### src/rtl/ifa_pkg.sv
package ifa_pkg;

  typedef enum logic [1:0] {
    IDX_NONE = 2'b00,
    IDX_X    = 2'b01,
    IDX_Y    = 2'b10,
    IDX_ILL  = 2'b11
  } idx_e;

  typedef enum logic {
    ST_OPCODE = 1'b0,
    ST_EXTEND = 1'b1
  } seq_st_e;

  // What the opcode word says about the words that follow it.
  typedef struct packed {
    logic [1:0] ext_words;
    logic       disp;
    logic       illegal;
    idx_e       idx;
  } len_info_t;

endpackage

### src/rtl/ifa_len_dec.sv
module ifa_len_dec
  import ifa_pkg::*;
#(
  parameter int WORD_W = 16
) (
  input  logic [WORD_W-1:0] op,
  output len_info_t         info
);

  localparam int TOP = WORD_W - 1;

  logic [5:0] grp;
  logic [3:0] sub;
  logic [3:0] fld;
  logic       two_op;
  logic       indexed;

  assign grp = op[13:8];
  assign sub = op[7:4];
  assign fld = op[3:0];

  always_comb begin
    info.idx       = idx_e'(op[TOP -: 2]);
    info.illegal   = (info.idx == IDX_ILL);
    info.ext_words = 2'd0;
    if (grp == 6'h01) begin
      if (sub == 4'h0 || sub == 4'h1) begin
        info.ext_words = 2'd2;
      end else if (sub == 4'h2) begin
        info.ext_words = fld[3] ? 2'd2 : 2'd1;
      end
    end else if (grp[5:4] == 2'b10 && !grp[1]) begin
      info.ext_words = grp[2] ? 2'd2 : 2'd1;
    end
    two_op    = (grp >= 6'h02) && (grp <= 6'h13);
    indexed   = (info.idx == IDX_X) || (info.idx == IDX_Y);
    info.disp = indexed && ((fld == 4'b0110) || (two_op && sub == 4'b0110));
    if (info.illegal) begin
      info.ext_words = 2'd0;
      info.disp      = 1'b0;
    end
  end

endmodule

### src/rtl/ifa_seq.sv
module ifa_seq
  import ifa_pkg::*;
#(
  parameter int          ADDR_W   = 32,
  parameter int          WORD_W   = 16,
  parameter logic [31:0] RESET_PP = 32'h0
) (
  input  logic                clk,
  input  logic                rst,
  input  logic                redirect,
  input  logic [ADDR_W-1:0]   redirect_pp,
  output logic                mem_req,
  output logic [ADDR_W-1:0]   mem_addr,
  input  logic                mem_rvalid,
  input  logic [WORD_W-1:0]   mem_rdata,
  input  len_info_t           info,
  output logic                out_valid,
  output logic [WORD_W-1:0]   out_op,
  output logic [2*WORD_W-1:0] out_imm,
  output logic [WORD_W-1:0]   out_disp,
  output logic [1:0]          out_idx,
  output logic                out_illegal
);

  localparam int IMM_W = 2 * WORD_W;

  seq_st_e           st;
  logic [ADDR_W-1:0] pp;
  logic              req_r;
  logic [WORD_W-1:0] op_r;
  logic [1:0]        idx_r;
  logic              ill_r;
  logic              disp_pend;
  logic [1:0]        ext_left;
  logic              ext_pos;
  logic [IMM_W-1:0]  imm_r;
  logic [WORD_W-1:0] disp_r;
  logic              take;
  logic [IMM_W-1:0]  imm_nxt;

  assign mem_req  = req_r;
  assign mem_addr = pp;
  assign take     = req_r && mem_rvalid && !redirect;
  assign imm_nxt  = ext_pos ? {mem_rdata, imm_r[WORD_W-1:0]}
                            : {{WORD_W{1'b0}}, mem_rdata};

  always_ff @(posedge clk) begin
    if (rst) begin
      st          <= ST_OPCODE;
      pp          <= ADDR_W'(RESET_PP);
      req_r       <= 1'b0;
      op_r        <= '0;
      idx_r       <= '0;
      ill_r       <= 1'b0;
      disp_pend   <= 1'b0;
      ext_left    <= '0;
      ext_pos     <= 1'b0;
      imm_r       <= '0;
      disp_r      <= '0;
      out_valid   <= 1'b0;
      out_op      <= '0;
      out_imm     <= '0;
      out_disp    <= '0;
      out_idx     <= '0;
      out_illegal <= 1'b0;
    end else begin
      req_r     <= 1'b1;
      out_valid <= 1'b0;
      if (redirect) begin
        pp        <= redirect_pp;
        st        <= ST_OPCODE;
        disp_pend <= 1'b0;
        ext_left  <= '0;
      end else if (take) begin
        pp <= pp + ADDR_W'(1);
        if (st == ST_OPCODE) begin
          if (info.ext_words == 2'd0 && !info.disp) begin
            out_valid   <= 1'b1;
            out_op      <= mem_rdata;
            out_imm     <= '0;
            out_disp    <= '0;
            out_idx     <= info.idx;
            out_illegal <= info.illegal;
          end else begin
            op_r      <= mem_rdata;
            idx_r     <= info.idx;
            ill_r     <= info.illegal;
            disp_pend <= info.disp;
            ext_left  <= info.ext_words;
            ext_pos   <= 1'b0;
            imm_r     <= '0;
            disp_r    <= '0;
            st        <= ST_EXTEND;
          end
        end else if (disp_pend) begin
          disp_r    <= mem_rdata;
          disp_pend <= 1'b0;
          if (ext_left == 2'd0) begin
            out_valid   <= 1'b1;
            out_op      <= op_r;
            out_imm     <= imm_r;
            out_disp    <= mem_rdata;
            out_idx     <= idx_r;
            out_illegal <= ill_r;
            st          <= ST_OPCODE;
          end
        end else begin
          imm_r    <= imm_nxt;
          ext_left <= ext_left - 2'd1;
          ext_pos  <= 1'b1;
          if (ext_left == 2'd1) begin
            out_valid   <= 1'b1;
            out_op      <= op_r;
            out_imm     <= imm_nxt;
            out_disp    <= disp_r;
            out_idx     <= idx_r;
            out_illegal <= ill_r;
            st          <= ST_OPCODE;
          end
        end
      end
    end
  end

  // reset holds the fetch quiet at the reset pointer
  p_reset_quiet_r1: assert property (@(posedge clk)
    rst |=> (!out_valid && !mem_req && mem_addr == ADDR_W'(RESET_PP)));

  // an accepted word steps the pointer by one
  p_step_one_r2: assert property (@(posedge clk) disable iff (rst)
    (mem_req && mem_rvalid && !redirect) |=> (mem_addr == $past(mem_addr) + ADDR_W'(1)));

  // a wait state leaves the address alone
  p_hold_wait_r11: assert property (@(posedge clk) disable iff (rst)
    (mem_req && !mem_rvalid && !redirect) |=> $stable(mem_addr));

  // redirect lands on the new pointer with no strobe
  p_redirect_land_r10: assert property (@(posedge clk) disable iff (rst)
    redirect |=> (mem_addr == $past(redirect_pp) && !out_valid));

  // every strobe follows an accepted word
  p_strobe_has_word_r12: assert property (@(posedge clk) disable iff (rst)
    out_valid |-> $past(mem_req && mem_rvalid && !redirect));

  // illegal instructions carry no operands
  p_illegal_bare_r9: assert property (@(posedge clk) disable iff (rst)
    (out_valid && out_illegal) |-> (out_imm == '0 && out_disp == '0));

endmodule

### src/rtl/instr_word_assembler.sv
module instr_word_assembler
  import ifa_pkg::*;
#(
  parameter int          ADDR_W   = 32,
  parameter int          WORD_W   = 16,
  parameter logic [31:0] RESET_PP = 32'h0
) (
  input  logic                clk,
  input  logic                rst,
  input  logic                redirect,
  input  logic [ADDR_W-1:0]   redirect_pp,
  output logic                mem_req,
  output logic [ADDR_W-1:0]   mem_addr,
  input  logic                mem_rvalid,
  input  logic [WORD_W-1:0]   mem_rdata,
  output logic                out_valid,
  output logic [WORD_W-1:0]   out_op,
  output logic [2*WORD_W-1:0] out_imm,
  output logic [WORD_W-1:0]   out_disp,
  output logic [1:0]          out_idx,
  output logic                out_illegal
);

  len_info_t info;

  ifa_len_dec #(.WORD_W(WORD_W)) u_dec (
    .op   (mem_rdata),
    .info (info)
  );

  ifa_seq #(
    .ADDR_W   (ADDR_W),
    .WORD_W   (WORD_W),
    .RESET_PP (RESET_PP)
  ) u_seq (
    .clk         (clk),
    .rst         (rst),
    .redirect    (redirect),
    .redirect_pp (redirect_pp),
    .mem_req     (mem_req),
    .mem_addr    (mem_addr),
    .mem_rvalid  (mem_rvalid),
    .mem_rdata   (mem_rdata),
    .info        (info),
    .out_valid   (out_valid),
    .out_op      (out_op),
    .out_imm     (out_imm),
    .out_disp    (out_disp),
    .out_idx     (out_idx),
    .out_illegal (out_illegal)
  );

endmodule

### config.mk
export PLATFORM = sky130hd
export DESIGN_NAME = instr_word_assembler
export DESIGN_NICKNAME = d
export VERILOG_FILES = /design/src/rtl/ifa_pkg.sv /design/src/rtl/ifa_len_dec.sv /design/src/rtl/ifa_seq.sv /design/src/rtl/instr_word_assembler.sv
export SDC_FILE = /design/constraint.sdc
export NUM_CORES = 1
export LEC_CHECK = 0
export BUFFER_PORTS_ARGS = -buffer_cell sky130_fd_sc_hd__buf_2
export CAP_MARGIN = 20
export CORE_AREA = 2 2 147 113
export CTS_BUF_LIST = sky130_fd_sc_hd__clkbuf_4 sky130_fd_sc_hd__clkbuf_8
export CTS_CLUSTER_DIAMETER = 30
export CTS_CLUSTER_SIZE = 10
export DETAILED_ROUTE_END_ITERATION = 10
export DIE_AREA = 0 0 149 115
export PLACE_DENSITY = 0.73
export SLEW_MARGIN = 10
export SYNTH_ARGS = -nofsm -noshare
export SYNTH_HDL_FRONTEND = slang
export SYNTH_SLANG_ARGS = --single-unit
### constraint.sdc
create_clock -name clk -period 2.8 [get_ports clk]
set_input_delay 0.14 -clock clk [delete_from_list [all_inputs] [get_ports clk]]
set_output_delay 0.14 -clock clk [all_outputs]
set_load 0.01 [all_outputs]
Word level (Yosys, flattened, before mapping)
Index checks and enable logic that the tools add are counted.
- add/sub/neg operators: 2
- reduce and logical (&&, ||, !) cells: 26
- mux-type cells: 60
- $lt $le $gt $ge: 2
- equal/unequal tests: 15
- bitwise gates (word level): 4
- operators with widths (kind ; count):
    2-to-1 mux 32 bit ; 11
    2-to-1 mux 16 bit ; 13
    adder 32 x 1 -> 32 bit, second input constant ; 1
    2-to-1 mux 2 bit ; 14
    2-to-1 mux 1 bit ; 21
    AND reduction 4 bit ; 3
    equality test 4 x 3 -> 1 bit, second input constant ; 2
    logical AND 1 bit ; 7
    equality test 2 bit, second input constant ; 3
    equality test 6 x 1 -> 1 bit, second input constant ; 1
    >= comparator 6 x 2 -> 1 bit, second input constant ; 1
    <= comparator 6 x 5 -> 1 bit, second input constant ; 1
    inequality test 3 bit, second input constant ; 2
    AND reduction 5 bit ; 1
    equality test 2 x 1 -> 1 bit, second input constant ; 2
    equality test 4 x 1 -> 1 bit, second input constant ; 1
    equality test 4 x 2 -> 1 bit, second input constant ; 1
    zero test 2 bit ; 2
    zero test 4 bit ; 1
    inequality test 2 bit, second input constant ; 2
    NOT 1 bit ; 4
    nonzero test 2 bit ; 2
    zero test 1 bit ; 3
    logical OR 1 bit ; 3
    7 further kinds ; 7
- input bits: 52
- word-level logic and storage cells: 126
- flip-flop bits (word level): 173
- output and inout bits: 101

Longest topological paths before layout
- depth after elaboration: 10
- gate-level depth with buffers: 9
- mapped depth without buffers: 7

Modules after synthesis
A second synthesis with hierarchy kept.
- cells, all modules: 888
- area total of the unflattened synthesis: 7831.3 um^2
- by module, submodules not included (module ; area each (um^2) ; instances ; seq. area each (um^2) ; cells each):
    ifa_seq ; 7672.4 ; 1 ; 3463.3 ; 866
    ifa_len_dec ; 158.9 ; 1 ; 0.0 ; 22

Least setup slack after synthesis
No wires, ideal clock.
- kind: input to register
- from: in mem_rdata[14]
- to: reg u_seq.out_op[10]
- library setup time: 0.122 ns
- path buffers: 2
- slack: 0.399 ns
- data required time: 2.678 ns
- cell stages on the path: 8
- arrival time: 2.280 ns
- cells stage by stage: ha_1 > nand2b_1 > o41ai_2 > nor3_2 > and3_1 > buf_2 > buf_6 > a221o_1
- cells in the longest elaborated chain, start to end: 8
- elaborated cells between the ends (all ways): 11
- classes of those cells: 3 x eq/ne; 1 x mux; 7 x reduce/logical
- RTL lines (element ; RTL line ; source):
    from (decl) ; instr_word_assembler.sv:15 ; input logic [WORD_W-1:0] mem_rdata,
    equality test 2 x 1 -> 1 bit / equality test 2 bit (equally long branches) ; ifa_len_dec.sv:36 ; indexed = (info.idx == IDX_X) || (info.idx == IDX_Y);
    logical OR 1 bit ; ifa_len_dec.sv:36 ;
    logical AND 1 bit ; ifa_len_dec.sv:37 ; info.disp = indexed && ((fld == 4'b0110) || (two_op && sub == 4'b0110));
    2-to-1 mux 3 bit * ; ifa_len_dec.sv:38 ; if (info.illegal) begin
    zero test 1 bit ; ifa_seq.sv:77 ; if (info.ext_words == 2'd0 && !info.disp) begin
    logical AND 1 bit * ; ifa_seq.sv:77 ;
    nonzero test 2 bit (no line) * ; n/a ;
    AND reduction 5 bit (no line) * ; n/a ;
    to (signal assigned) ; ifa_seq.sv:79 ; out_op <= mem_rdata;
    to (signal assigned) ; ifa_seq.sv:100 ; out_op <= op_r;
    to (signal assigned) ; ifa_seq.sv:113 ; out_op <= op_r;
    to (decl) ; ifa_seq.sv:18 ; output logic [WORD_W-1:0] out_op,
Mark *: on every way between the ends. The rest lies on a longest branch, timed or not.
A chain may end at the register's enable or synchronous reset.

Worst setup path in the final report
- from: in mem_rdata[12]
- to: reg u_seq.out_imm[27]
- cells in the longest elaborated chain, start to end: 10
- elaborated cells between the ends (all ways): 17
- classes of those cells: 2 x order compare; 2 x eq/ne; 3 x mux; 10 x reduce/logical
- RTL lines (element ; RTL line ; source):
    >= comparator 6 x 2 -> 1 bit / <= comparator 6 x 5 -> 1 bit (equally long branches) ; ifa_len_dec.sv:35 ; two_op = (grp >= 6'h02) && (grp <= 6'h13);
    logical AND 1 bit ; ifa_len_dec.sv:35 ;
    logical AND 1 bit ; ifa_len_dec.sv:37 ;
    logical OR 1 bit ; ifa_len_dec.sv:37 ;
    logical AND 1 bit ; ifa_len_dec.sv:37 ;
    2-to-1 mux 3 bit * ; ifa_len_dec.sv:38 ;
    zero test 1 bit ; ifa_seq.sv:77 ;
    logical AND 1 bit * ; ifa_seq.sv:77 ;
    nonzero test 2 bit (no line) * ; n/a ;
    AND reduction 5 bit (no line) * ; n/a ;
    to (signal assigned) ; ifa_seq.sv:101 ; out_imm <= imm_r;
    to (signal assigned) ; ifa_seq.sv:114 ; out_imm <= imm_nxt;
    to (decl) ; ifa_seq.sv:19 ; output logic [2*WORD_W-1:0] out_imm,
Marks and branches as above.

==> impl_metrics.env <==
export IMPL_htree_levels=4
export IMPL_netlist_top_cells_area="dfxtp_1, a22oi_1, mux2i_1, nor2_1, nand2_1"
export IMPL_insertion_delay_ns=0.46
export IMPL_yosysSeqAreaShare_pct=43.5
export IMPL_final_cell_count_no_fill=1274
export IMPL_num_rows=40
export IMPL_syn_area_sq_um=7770
export IMPL_finalCriticalPeriod_ns=2.59
export IMPL_dp_slack_ns=-0.0568
export IMPL_p_leak_nw=3.72
export IMPL_p_switching_mw=1.28
export IMPL_pwr_share_seq_pct=52.3
export IMPL_drc=0
export IMPL_period_share_pct=92.4
export IMPL_antenna_found_initial=0
export IMPL_antennaDiodeCount=0
export IMPL_root_buffer="clkbuf_8"
export IMPL_power_density_nw_per_um2=504
export IMPL_cp_top_family="simple AND/OR/NAND/NOR gates"
export IMPL_min_path_type="in -> reg"
export IMPL_finalWirelength_mm=23.0
export IMPL_synth_largest_area_cell="dfxtp_1"
export IMPL_drtIter0Drc=704
export IMPL_nFillCells=1408
export IMPL_setup_violations=0
export IMPL_wl_per_cell_um=18.1
export IMPL_ys_types=59
export IMPL_yosys_register_bits=169
export IMPL_timing_final_hold_violations=0
export IMPL_grt_pass1_vias=6948
export IMPL_hpwlAfterDp_mm=14.9
export IMPL_grt_pass1_wl_mm=36.8
export IMPL_grt_overflow_total=0
export IMPL_slowest_stage="nor3_1"
export IMPL_rr_worst_depth=6
export IMPL_critPathBufInv=3
export IMPL_ir_drop_mv=0.303
export IMPL_track_usage_pct=27.0
export IMPL_io_pins=153
export IMPL_max_cap_viol_count=0
export IMPL_fin_nets=1107
export IMPL_cp_required_ns=3.15
export IMPL_cts_tree="yes"
export IMPL_synth_edf_count=0
export IMPL_async_reset_ff_share_pct=0
export IMPL_ant_nets=0
export IMPL_crit_chain="dlygate4sd3_1 -> buf_2 -> or4_4 -> and4_1 -> nor3_1 -> buf_4 -> o21ai_0"
export IMPL_p_int_mw=3.51
export IMPL_via_per_inst=5.92
export IMPL_yosysWarnings=0
export IMPL_syn_area_per_cell_sq_um=8.67
export IMPL_vias=7541
export IMPL_rsz0062_at_grt="false"
export IMPL_max_stage_delay_ns=0.93
export IMPL_port_buffers=152
export IMPL_worst_slack_ns=0.213
export IMPL_cts_buffers=17
export IMPL_grt_start_max_net_pins=72
export IMPL_crit_path_max_fanout=9
export IMPL_synthTopCellsByCount="dfxtp_1, nor2_1, nand2_1"
export IMPL_start_kind="input port"
export IMPL_synth_top_area_share_pct=43.5
export IMPL_status="completed"
export IMPL_power_frac_comb_pct=9.5
export IMPL_netSwitchingFraction_pct=26.7
export IMPL_synthCells=896
export IMPL_min_path_cells=3
export IMPL_worstPathArrival_ns=2.93
export IMPL_slew_viol_final=0
export IMPL_worstMarginPinSlew_ns=1.13
export IMPL_place_gp_congestion=0.893
export IMPL_cp_num_cells=7
export IMPL_synth_most_common_cell="dfxtp_1"
export IMPL_die_y_um=115
export IMPL_cts_max_path_buffers=2
export IMPL_dr_pass1_iters=5
export IMPL_max_slew_margin_rel_pct=23.8
export IMPL_timing_critical_path_to_type="flip-flop"
export IMPL_crit_type="in -> reg"
export IMPL_skew_ns=0.0159
export IMPL_dp_cells=1208
export IMPL_core_area_sq_um=15700
export IMPL_start_util_pct=49.4
export IMPL_max_freq_mhz=387
export IMPL_area_growth_pct=22.2
export IMPL_layout_drive_gt1_share_pct=22.5
export IMPL_syn_num_nets=952
export IMPL_cts_sinks=169
export IMPL_die_area_sq_um=17100
export IMPL_fp_dieW_um=149
export IMPL_synth_ff_type="dfxtp_1"
export IMPL_power_clock_fraction_pct=38.2
export IMPL_clkTransAtPathRegs_ns=0.09
==> stage by stage <==
stage	power [mW]	cell area (sq um)	setup TNS (ns)	hold WS (ns)	utilization [%]
3_5_place_dp	2.97	8740	-0.716	0.386	55.6
6_report	4.78	9500	0	0.0792	60.4
4_1_cts	4.79	9490	0	0.0536	60.4
3_3_place_gp	2.96	8730	0	0.382	55.5
2_1_floorplan	2.79	7770	0	0.276	-
5_1_grt	4.96	9500	0	0.0689	60.4
==> routing by layer <==
layer  vias up  global-route usage (%)  wire (um)
li1       3622                       -          -
met1      3594                    39.5      10800
met2       294                    40.2      10100
met3        31                    5.24       1770
met4         0                    8.38        386
met5         -                       0          0
==> registers in the layout, summed over array words and instances (netlist names) <==
register	cells
u_seq.ext_pos	1
u_seq.out_op	16
u_seq.imm_r	32
u_seq.op_r	14
u_seq.disp_r	16
u_seq.out_disp	16
u_seq.out_illegal	1
u_seq.mem_addr	32
u_seq.idx_r	2
u_seq.mem_req	1
u_seq.out_valid	1
u_seq.out_imm	32
u_seq.st	1
u_seq.ext_left	2
u_seq.disp_pend	1
u_seq.ill_r	1
==> worst register-to-register path: stages (launching register included) <==
cell     delay [ns]
dfxtp_1        0.39
inv_1          0.18
o41ai_4        0.12
buf_4          0.17
nor3_1         0.86
buf_4          0.31
o21ai_0        0.10
==> power groups by stage <==
stage               Clock (mW)  Sequential [mW]  Combinational, mW
finish                    1.83             2.50              0.456
global route              1.96             2.51              0.492
CTS                       1.84             2.50              0.449
detailed placement           0             2.55              0.411
global placement             0             2.56              0.407
floorplan                    0             2.56              0.224
==> placed cells by master, fill, tap and decap left out, types with 7 or more instances in the layout <==
| master | instances |
|---|---|
| buf_4 | 41 |
| a32oi_1 | 18 |
| buf_2 | 151 |
| nand3_1 | 53 |
| a22oi_1 | 62 |
| mux2i_1 | 34 |
| clkbuf_8 | 20 |
| xor2_1 | 9 |
| nor3_1 | 11 |
| inv_1 | 10 |
| nand4_1 | 12 |
| nor4_1 | 10 |
| dlygate4sd3_1 | 34 |
| dfxtp_1 | 168 |
| or3_1 | 7 |
| a211oi_1 | 16 |
| o2bb2ai_1 | 31 |
| a21oi_1 | 30 |
| nand2_1 | 79 |
| nor2_1 | 89 |
| xnor2_1 | 15 |
| o21ai_0 | 58 |
| a221o_1 | 17 |
| and4_1 | 7 |
==> final cells by class <==
class | count | area, sq um | area share [%]
Clock buffer | 20 | 275 | 2.90
Inverter | 11 | 41.3 | 0.435
Tap cell | 210 | 263 | 2.77
Timing Repair Buffer | 227 | 1420 | 14.9
Clock inverter | 12 | 138 | 1.45
Sequential cell | 169 | 3380 | 35.6
Multi-Input combinational cell | 625 | 3980 | 41.9
==> cells by family (layout without fill, tap and decap cells) <==
group	after synthesis	count (layout)	synth area share [%]
AOI/OAI and AO/OA	263	263	24.8
xor gates and xnor gates	24	24	2.71
adders and majority gates	4	4	0.644
buffers and inverters	102	270	5.31
DFF	169	169	43.5
muxes	34	34	4.38
and+or+nand+nor	300	300	18.6
==> worst paths after layout <==
kind,to,slack (ns),start
setup / recovery,u_seq.out_imm[27]$_SDFFE_PP0P_,0.21,mem_rdata[12]
hold / removal,u_seq.op_r[3]$_SDFFE_PP0P_,0.08,mem_rdata[3]
setup reg to reg,u_seq.out_imm[27]$_SDFFE_PP0P_,0.57,u_seq.st$_SDFFE_PP0P_
hold reg to reg,u_seq.op_r[8]$_SDFFE_PP0P_,0.46,u_seq.op_r[8]$_SDFFE_PP0P_
==> timing repair <==
item                                    CTS  global route
endpoints found under the setup margin    0            12
resized for setup                         0             1
setup buffers                             0             0
hold endpoints to repair                 34             0
hold buffers                             34             0
No activity file was read; power rests on OpenSTA's default activity.
